--- src/rtl/fmsep_pkg.sv ---
package fmsep_pkg;

    typedef enum logic {
        ST_HUNT = 1'b0,
        ST_LOCK = 1'b1
    } lock_state_e;

endpackage

--- src/rtl/fmsep_cell_timer.sv ---
module fmsep_cell_timer #(
    parameter int CELL_CYCLES = 69
) (
    input  logic clk,
    input  logic rst_n,
    input  logic clear_i,
    input  logic anchor_i,
    output logic in_clk_o,
    output logic in_data_o,
    output logic overdue_o
);
    localparam int PERIOD = 2 * CELL_CYCLES;
    localparam int TOL    = CELL_CYCLES / 4;
    localparam int LIMIT  = PERIOD + TOL + 1;
    localparam int CW     = $clog2(LIMIT + 1);

    localparam logic [CW-1:0] CLK_LO_V = CW'(PERIOD - TOL);
    localparam logic [CW-1:0] CLK_HI_V = CW'(PERIOD + TOL);
    localparam logic [CW-1:0] DAT_LO_V = CW'(CELL_CYCLES - TOL);
    localparam logic [CW-1:0] DAT_HI_V = CW'(CELL_CYCLES + TOL);
    localparam logic [CW-1:0] LIMIT_V  = CW'(LIMIT);

    typedef struct packed {
        logic [CW-1:0] count;
        logic          valid;
    } tmr_t;

    tmr_t r_q, r_d;

    always_comb begin
        r_d = r_q;
        if (clear_i) begin
            r_d.count = '0;
            r_d.valid = 1'b0;
        end else if (anchor_i) begin
            r_d.count = CW'(1);
            r_d.valid = 1'b1;
        end else if (r_q.count != LIMIT_V) begin
            r_d.count = r_q.count + CW'(1);
        end
    end

    always_ff @(posedge clk or negedge rst_n) begin
        if (!rst_n) r_q <= '0;
        else        r_q <= r_d;
    end

    assign in_clk_o  = r_q.valid && (r_q.count >= CLK_LO_V) && (r_q.count <= CLK_HI_V);
    assign in_data_o = r_q.valid && (r_q.count >= DAT_LO_V) && (r_q.count <= DAT_HI_V);
    assign overdue_o = r_q.valid && (r_q.count == LIMIT_V);

    AST_COUNT_BOUNDED: assert property (@(posedge clk) disable iff (!rst_n)
        r_q.count <= LIMIT_V) else $error("timer beyond limit");

    AST_ANCHOR_RECENTRES: assert property (@(posedge clk) disable iff (!rst_n)
        (anchor_i && !clear_i) |=> (r_q.count == CW'(1))) else $error("no re-centre");

endmodule

--- src/rtl/fmsep_lock_ctrl.sv ---
module fmsep_lock_ctrl
    import fmsep_pkg::*;
#(
    parameter int LOCK_COUNT = 16,
    parameter int ERR_LIMIT  = 3
) (
    input  logic clk,
    input  logic rst_n,
    input  logic en_i,
    input  logic pulse_i,
    input  logic in_clk_i,
    input  logic in_data_i,
    input  logic overdue_i,
    output logic anchor_o,
    output logic take_clk_o,
    output logic take_data_o,
    output logic locked_o
);
    localparam int RW = $clog2(LOCK_COUNT + 1);
    localparam int EW = $clog2(ERR_LIMIT + 1);
    localparam logic [RW-1:0] RUN_LAST = RW'(LOCK_COUNT - 1);
    localparam logic [EW-1:0] ERR_LAST = EW'(ERR_LIMIT - 1);

    typedef struct packed {
        lock_state_e   state;
        logic [RW-1:0] run;
        logic [EW-1:0] err;
    } ctl_t;

    ctl_t r_q, r_d;

    always_comb begin
        r_d         = r_q;
        anchor_o    = 1'b0;
        take_clk_o  = 1'b0;
        take_data_o = 1'b0;
        if (!en_i) begin
            r_d.state = ST_HUNT;
            r_d.run   = '0;
            r_d.err   = '0;
        end else if (r_q.state == ST_HUNT) begin
            if (pulse_i) begin
                anchor_o = 1'b1;
                if (in_clk_i) begin
                    if (r_q.run == RUN_LAST) begin
                        r_d.state = ST_LOCK;
                        r_d.run   = '0;
                        r_d.err   = '0;
                    end else begin
                        r_d.run = r_q.run + RW'(1);
                    end
                end else begin
                    r_d.run = RW'(1);
                end
            end else if (overdue_i) begin
                r_d.run = '0;
            end
        end else begin
            if (pulse_i) begin
                if (in_clk_i) begin
                    take_clk_o = 1'b1;
                    anchor_o   = 1'b1;
                    r_d.err    = '0;
                end else if (in_data_i) begin
                    take_data_o = 1'b1;
                    r_d.err     = '0;
                end else if (r_q.err == ERR_LAST) begin
                    r_d.state = ST_HUNT;
                    r_d.run   = '0;
                    r_d.err   = '0;
                end else begin
                    r_d.err = r_q.err + EW'(1);
                end
            end else if (overdue_i) begin
                r_d.state = ST_HUNT;
                r_d.run   = '0;
                r_d.err   = '0;
            end
        end
    end

    always_ff @(posedge clk or negedge rst_n) begin
        if (!rst_n) r_q <= '{state: ST_HUNT, run: '0, err: '0};
        else        r_q <= r_d;
    end

    assign locked_o = (r_q.state == ST_LOCK);

    AST_LOCK_AFTER_PULSE: assert property (@(posedge clk) disable iff (!rst_n)
        $rose(r_q.state == ST_LOCK) |-> $past(pulse_i)) else $error("lock without pulse");

    AST_ERR_BOUNDED: assert property (@(posedge clk) disable iff (!rst_n)
        r_q.err <= ERR_LAST) else $error("error run overflow");

    AST_MISSING_CLOCK_DROPS: assert property (@(posedge clk) disable iff (!rst_n)
        (r_q.state == ST_LOCK && overdue_i && !pulse_i) |=> (r_q.state == ST_HUNT))
        else $error("stayed locked past overdue");

endmodule

--- src/rtl/fmsep_steer.sv ---
module fmsep_steer (
    input  logic clk,
    input  logic rst_n,
    input  logic en_i,
    input  logic take_clk_i,
    input  logic take_data_i,
    output logic rd_clk_o,
    output logic rd_data_o
);
    typedef struct packed {
        logic rclk;
        logic rdata;
    } out_t;

    out_t r_q, r_d;

    always_comb begin
        r_d.rclk  = en_i && take_clk_i;
        r_d.rdata = en_i && take_data_i;
    end

    always_ff @(posedge clk or negedge rst_n) begin
        if (!rst_n) r_q <= '0;
        else        r_q <= r_d;
    end

    assign rd_clk_o  = r_q.rclk;
    assign rd_data_o = r_q.rdata;

endmodule

--- src/rtl/fm_clock_data_separator.sv ---
module fm_clock_data_separator #(
    parameter int CELL_CYCLES = 69,
    parameter int LOCK_COUNT  = 16,
    parameter int ERR_LIMIT   = 3
) (
    input  logic clk,
    input  logic rst_n,
    input  logic rd_en_i,
    input  logic pulse_i,
    output logic rd_clk_o,
    output logic rd_data_o,
    output logic locked_o
);
    logic anchor, in_clk, in_data, overdue, take_clk, take_data;

    fmsep_cell_timer #(.CELL_CYCLES(CELL_CYCLES)) u_timer (
        .clk       (clk),
        .rst_n     (rst_n),
        .clear_i   (!rd_en_i),
        .anchor_i  (anchor),
        .in_clk_o  (in_clk),
        .in_data_o (in_data),
        .overdue_o (overdue)
    );

    fmsep_lock_ctrl #(.LOCK_COUNT(LOCK_COUNT), .ERR_LIMIT(ERR_LIMIT)) u_ctrl (
        .clk         (clk),
        .rst_n       (rst_n),
        .en_i        (rd_en_i),
        .pulse_i     (pulse_i),
        .in_clk_i    (in_clk),
        .in_data_i   (in_data),
        .overdue_i   (overdue),
        .anchor_o    (anchor),
        .take_clk_o  (take_clk),
        .take_data_o (take_data),
        .locked_o    (locked_o)
    );

    fmsep_steer u_steer (
        .clk         (clk),
        .rst_n       (rst_n),
        .en_i        (rd_en_i),
        .take_clk_i  (take_clk),
        .take_data_i (take_data),
        .rd_clk_o    (rd_clk_o),
        .rd_data_o   (rd_data_o)
    );

    AST_ONE_OUTPUT: assert property (@(posedge clk) disable iff (!rst_n)
        !(rd_clk_o && rd_data_o)) else $error("both outputs high");

    AST_OUT_NEEDS_LOCK: assert property (@(posedge clk) disable iff (!rst_n)
        (rd_clk_o || rd_data_o) |-> locked_o) else $error("output while unlocked");

    AST_DISABLE_DROPS: assert property (@(posedge clk) disable iff (!rst_n)
        !rd_en_i |=> (!locked_o && !rd_clk_o && !rd_data_o)) else $error("active while disabled");

endmodule

--- config.mk ---
export PLATFORM = sky130hd
export DESIGN_NAME = fm_clock_data_separator
export DESIGN_NICKNAME = d
export VERILOG_FILES = /design/src/rtl/fmsep_pkg.sv /design/src/rtl/fmsep_cell_timer.sv /design/src/rtl/fmsep_lock_ctrl.sv /design/src/rtl/fmsep_steer.sv /design/src/rtl/fm_clock_data_separator.sv
export SDC_FILE = /design/constraint.sdc
export NUM_CORES = 1
export LEC_CHECK = 0
export ABC_AREA = 0
export CAP_MARGIN = 20
export CORE_MARGIN = 2
export CORE_UTILIZATION = 57
export CTS_CLUSTER_SIZE = 16
export DETAILED_ROUTE_END_ITERATION = 10
export PLACE_DENSITY = 0.83
export SYNTH_ARGS = -nofsm -noshare
export SYNTH_HDL_FRONTEND = slang
export SYNTH_SLANG_ARGS = --single-unit
export TNS_END_PERCENT = 20
--- constraint.sdc ---
create_clock -name clk -period 2.31 [get_ports clk]
set_input_delay 0.462 -clock clk [delete_from_list [all_inputs] [get_ports clk]]
set_output_delay 0.462 -clock clk [all_outputs]
set_load 0.1 [all_outputs]
# Word-level counts from Yosys, hierarchy flattened
# Index checks and enable logic that the tools add are counted.
classes:
  n_reduce_logical: 9
  mux: 36
  n_addsub: 3
  eq_ne: 13
  order_cmp: 4
ops:
  columns: ["op", "count"]
  rows:
  - ["$mux 8", 6]
  - ["$mux 5", 4]
  - ["$mux 6", 3]
  - ["$mux 1", 16]
  - ["$ne 3x1->1 const B", 5]
  - ["$mux 2", 6]
  - ["$ne 4x4->1 const B", 3]
  - ["$mux 9", 1]
  - ["$add 8x1->8 const B", 1]
  - ["$eq 8x8->1 const B", 1]
  - ["$ge 8x6->1 const B", 1]
  - ["$ge 8x7->1 const B", 1]
  - ["$le 8x7->1 const B", 1]
  - ["$le 8x8->1 const B", 1]
  - ["$ne 8x8->1 const B", 1]
  - ["$reduce_and 4->1", 2]
  - ["$logic_and 1x1->1", 7]
  - ["$add 5x1->5 const B", 1]
  - ["$eq 5x4->1 const B", 1]
  - ["$add 2x1->2 const B", 1]
  - ["$eq 2x2->1 const B", 1]
  - ["$ne 2x1->1 const B", 1]
word_totals:
  register_bits: 19
  elab_cells: 72

# Longest topological paths before layout
depth:
  word_depth: 9
  ltp_mapped: 7

# By module
# A second synthesis with hierarchy kept.
hier_totals:
  cells_unflattened: 129
  area_unflattened_um2: 1197.4
by_module_without_submodules:
  columns: ["mod", "cells_per_inst", "instances", "area_each_um2"]
  rows:
  - ["fmsep_cell_timer", 69, 1, 613.1]
  - ["fmsep_lock_ctrl", 55, 1, 518.0]
  - ["fmsep_steer", 4, 1, 62.6]
  - ["fm_clock_data_separator", 1, 1, 3.8]

# Worst setup path after synthesis
# No wires, ideal clock.
synth_timing:
  kind: "register to register"
  startpoint: "reg u_ctrl.r_q (netlist bit u_ctrl.locked_o)"
  endpoint: "reg u_timer.r_q[2] (netlist bit)"
  arrival_time_ps: 1904
  setup_ps: 78
  path_slack_ps: 328
  path_buffers: 0
  stages_incl_launch_ff: 5
  cell_sequence: "dfrtp_1 inv_1 o31a_2 nand2b_1 a21oi_1"
synth_via:
  elab_chain_cells: 4
  elab_cells_between_ends: 5
  cone_classes: "eq/ne: 1; mux: 4"
synth_rtl:
  columns: ["element", "line_no", "source"]
  rows:
  - ["start: declaration", "fmsep_lock_ctrl.sv:30", "ctl_t r_q, r_d;"]
  - ["start signal: assignment", "fmsep_lock_ctrl.sv:83", "if (!rst_n) r_q <= '{state: ST_HUNT, run: '0, err: '0};"]
  - ["start signal: assignment", "fmsep_lock_ctrl.sv:84", "else r_q <= r_d;"]
  - ["$mux 1 (*)", "fmsep_lock_ctrl.sv:41", "end else if (r_q.state == ST_HUNT) begin"]
  - ["$mux 1 (*)", "fmsep_lock_ctrl.sv:37", "if (!en_i) begin"]
  - ["$mux 8", "fmsep_cell_timer.sv:35", "end else if (anchor_i) begin"]
  - ["$mux 9", "fmsep_cell_timer.sv:32", "if (clear_i) begin"]
  - ["end signal: assignment", "fmsep_cell_timer.sv:45", "else r_q <= r_d;"]
  - ["end: declaration", "fmsep_cell_timer.sv:28", "tmr_t r_q, r_d;"]
# Every way passes the cells marked *; elsewhere a longest branch is shown, timed or not.
# A chain may end at the register's enable or synchronous reset.

# Final worst setup path
layout_timing:
  startpoint: "reg u_timer.r_q[2] (netlist bit)"
  endpoint: "reg u_timer.r_q[2] (netlist bit)"
layout_via:
  elab_chain_cells: 9
  elab_cells_between_ends: 14
  cone_classes: "add/sub: 1; order compare: 2; eq/ne: 2; mux: 7; reduce/logical: 2"
layout_rtl:
  columns: ["element", "line_no", "source"]
  rows:
  - ["$ge 8x7->1", "fmsep_cell_timer.sv:48", "assign in_clk_o = r_q.valid && (r_q.count >= CLK_LO_V) && (r_q.count <= CLK_HI_V);"]
  - ["$logic_and 1x1->1 (2 in a row)", "fmsep_cell_timer.sv:48", null]
  - ["$mux 1", "fmsep_lock_ctrl.sv:60", "if (in_clk_i) begin"]
  - ["$mux 1", "fmsep_lock_ctrl.sv:59", "if (pulse_i) begin"]
  - ["$mux 1", "fmsep_lock_ctrl.sv:41", null]
  - ["$mux 1", "fmsep_lock_ctrl.sv:37", null]
  - ["$mux 8", "fmsep_cell_timer.sv:35", null]
  - ["$mux 9", "fmsep_cell_timer.sv:32", null]
# Parallel ways exist; a longest one is shown, timed or not. The select of a mux whose other input is x is not followed.

==> run_results.csv <==
group,metric,value,unit
sta,timing.final.crit_share,89.75,%
critical_path,crit_end,"u_timer.r_q[2]",
floorplan,ios,7,
yosys,syn_area_per_cell,9.456,um2
global_routing,grt_max_degree,20,
global_routing,met1_usage,25.50,%
finish,multi_input_area,633.1,um2
sta,hold_viol_final,0,
routing,drtIter0Drc,20,
power_and_ir_drop,vdd.ir_drop.worst,0.2614,mV
cts,cts_resized,0,
finish,drive_above_1_share,13.64,%
critical_path,cp_num_buf_inv,1,
place,port_buffers,6,
global_routing,top_usage_layer,"met2",
cts,cts_buffer_depth,2,
place,gp_congestion,0.9077,
sta,min_period,2.073,ns
critical_path,cpLargestDelayFamily,"simple AND/OR/NAND/NOR gates",
critical_path,worstSetupStartpoint,"u_timer.r_q[2]",
yosys,mappedNetlistNets,132,
routing,wl_per_cell,13.75,um
floorplan,initial_core_util,59.41,%
global_routing,grt_pass1_wl,3.601,mm
cts,clk_latency,0.30,ns
floorplan,core,1942,um2
critical_path,timing.rr.start,"u_timer.r_q[2]",
place,post-place-ws,0.2443,ns
power_and_ir_drop,p_total,0.5712,mW
critical_path,start_kind,"flip-flop",
routing,route.detailed.drc,0,
global_routing,grt-ovfl-total,0,
global_routing,grt_pass1_vias,831,
cts,cts_tree,"done",
floorplan,dieWidth,48.99,um
sta,holdWs,0.4701,ns
cts,cts_hold_buf,0,
power_and_ir_drop,internal_power,0.4222,mW
critical_path,crit_fanout,7,
cts,clk_pin_slew,0.12,ns
sta,tns,0,ns
sta,slew_headroom,72.52,%
finish,final_area,1274,um2
cts,clkSinkCount,19,
power_and_ir_drop,combPwrFrac,8.7,%
cts,numCtsBuffers,3,
critical_path,critPathRequiredTime,2.54,ns
power_and_ir_drop,clkPwrFrac,31.0,%
global_routing,antenna_found_initial,0,
finish,register_area,475.5,um2
power_and_ir_drop,p_sw,0.1490,mW
critical_path,crit_arrival,2.30,ns
yosys,ys_seq_area_share,41.21,%
global_routing,met3_usage,3.067,%
critical_path,endpoint_kind,"flip-flop",
sta,setup_violations,0,
finish,syn2layout_area_growth,10.41,%
global_routing,met2_usage,31.96,%
critical_path,worstRegToRegCells,7,
sta,setup_ws,0.2368,ns
floorplan,die_y,48.99,um
critical_path,max_stage_delay,0.46,ns
routing,routed_wl,2.187,mm
floorplan,die_area,2400,um2
worst_hold_path,worstHoldPathType,"input pin to asynchronous set/reset pin",
place,hpwl,1.660,mm
yosys,ys_warn_count,0,
yosys,syn_area,1154,um2
critical_path,timing.reg2reg.setup_slack,0.24,ns
yosys,synth-seq-cells,19,
job,drv_cap,0,
routing,via_per_inst,5.679,
routing,vias,903,
power_and_ir_drop,p_leak,0.5521,nW
critical_path,cp.depth,7,
global_routing,grt_usage,19.62,%
sta,rsz0062_at_grt,"no",
power_and_ir_drop,pwr-share-seq,60.3,%
yosys,netlist_instances,122,
yosys,ys_types,38,
finish,nFillCells,167,
critical_path,cp_cell_sequence,"inv_1 -> ha_1 -> nor3b_1 -> nor4_4 -> o31a_2 -> nand2b_1 -> a21oi_1",
sta,slew_violations,0,
finish,diodes,0,
floorplan,row_count,16,
finish,layout.nets,143,
run_status,status,"complete, no violations",
sta,finalClockSkew,0.004802,ns
cts,cts_root_buf,"clkbuf_4",
power_and_ir_drop,switching_share,26.09,%
place,placedInstanceArea,1244,um2
power_and_ir_drop,power_density,448.5,nW/um2
critical_path,regToRegEndpoint,"u_timer.r_q[2]",
routing,antenna_left,0,
critical_path,worst-setup-path-type,"flip-flop to flip-flop",
sta,max_clock_freq,0.4824,GHz
routing,dr.pass1.iters,4,
sta,worst_slew_pin_slew,0.4114,ns
cts,cts_post_setup_buffers_inserted,0,
cts,htree_levels,1,
critical_path,cp_slowest_cell,"dfrtp_1",
## layer usage
| metal | vias to the layer above | wire length, um |
|---|---|---|
| met3 | 4 | 85 |
| met2 | 21 | 1071 |
| li1 | 452 | - |
| met1 | 426 | 1002 |
| met5 | - | 0 |
| met4 | 0 | 29 |
## final cells by class
cell class                      instances  area share (%)
Timing Repair Buffer                    7           4.715
Tap cell                               27           2.652
Clock inverter                          1          0.5894
Inverter                               11           3.242
Clock buffer                            3           1.768
Multi-Input combinational cell         91           49.71
Sequential cell                        19           37.33
## sequential cells by signal (all words and copies together), names as in the netlist
signal and count:
u_steer.rd_clk_o 1, u_ctrl.locked_o 1, u_ctrl.r_q 7, u_timer.r_q 9, u_steer.rd_data_o 1
## worst min path at each step
stage	startpoint	end	slack [ns]	depth (start not counted)
after floorplan	rst_n	u_ctrl.locked_o	0.17	0
after global placement	u_ctrl.r_q[1]	u_ctrl.r_q[1]	0.47	1
after detailed placement	u_ctrl.r_q[1]	u_ctrl.r_q[1]	0.48	1
after CTS	rst_n	u_ctrl.r_q[4]	0.48	2
after global routing	rst_n	u_ctrl.r_q[5]	0.49	2
final	rst_n	u_ctrl.r_q[5]	0.47	2
## power by group through the flow
stage	logic, mW	registers (mW)	clock network, mW
finish	0.0495	0.345	0.177
global route	0.0565	0.345	0.192
CTS	0.0503	0.344	0.180
detailed placement	0.0496	0.351	0
global placement	0.0479	0.350	0
floorplan	0.0284	0.349	0
## per-stage QoR
| step | util [%] | std cells |
|---|---|---|
| finish | 65.59 | 159 |
| global route | 65.59 | 159 |
| CTS | 65.59 | 159 |
| detailed placement | 64.05 | 155 |
| global placement | 64.05 | 155 |
| floorplan | - | 122 |
## worst register-to-register path, delay by kind of cell, from the launching register on
kind,cells,cell delay (ns)
and+or+nand+nor,3,0.73
AOI/OAI and AO/OA,2,0.51
DFF,1,0.46
adders and majority gates,1,0.19
buffers and inverters,1,0.11
## synth_stat cells, drive strengths merged
master	n	area share, %
dfrtp	19	41
nor2	15	5.1
inv	11	3.6
o21ai	10	4.7
nand3	8	3.5
nand2	7	2.5
and3	6	3.4
ha	6	6.5
a21oi	4	1.7
nand2b	4	2.2
mux2i	3	2.6
nor3b	3	2.9
xnor2	3	2.3
a311oi	2	1.5
nor3	2	1.8
o211ai	2	1.3
or3	2	1.1
a2111oi	1	1.3
a21boi	1	0.65
a21o	1	0.65
a31oi	1	0.54
and4	1	0.98
clkbuf	1	0.33
nand4	1	0.54
nand4b	1	0.76
nor2b	1	0.54
nor4	1	1.8
o211a	1	0.87
o21a	1	0.65
o2bb2ai	1	0.76
o311a	1	0.87
o31a	1	0.87
## kinds of logic (layout without fill, tap and decap cells)
logic type / after synthesis / in the layout / synth area share, %
AO/OA/AOI/OAI: 27 / 27 / 16.38
XOR/XNOR: 3 / 3 / 2.278
adder cells (fa/ha/maj): 6 / 6 / 6.507
buffers and inverters: 12 / 22 / 3.904
flip-flops: 19 / 19 / 41.22
multiplexers: 3 / 3 / 2.603
AND/OR/NAND/NOR: 52 / 52 / 27.12
## cells in the final DEF, fill, tap and decap left out, drive strengths merged, types with 2 or more instances in the layout
| cell | synthesis | final |
|---|---|---|
| o21ai | 10 | 10 |
| nand2b | 4 | 4 |
| mux2i | 3 | 3 |
| ha | 6 | 6 |
| clkbuf | 1 | 3 |
| nand2 | 7 | 7 |
| inv | 11 | 11 |
| a21oi | 4 | 4 |
| xnor2 | 3 | 3 |
| and3 | 6 | 6 |
| nand3 | 8 | 8 |
| a311oi | 2 | 2 |
| nor2 | 15 | 15 |
| o211ai | 2 | 2 |
| or3 | 2 | 2 |
| clkdlybuf4s50 | 0 | 3 |
| nor3b | 3 | 3 |
| dfrtp | 19 | 19 |
| buf | 0 | 4 |
| nor3 | 2 | 2 |
Power figures use the tool's default switching activity.
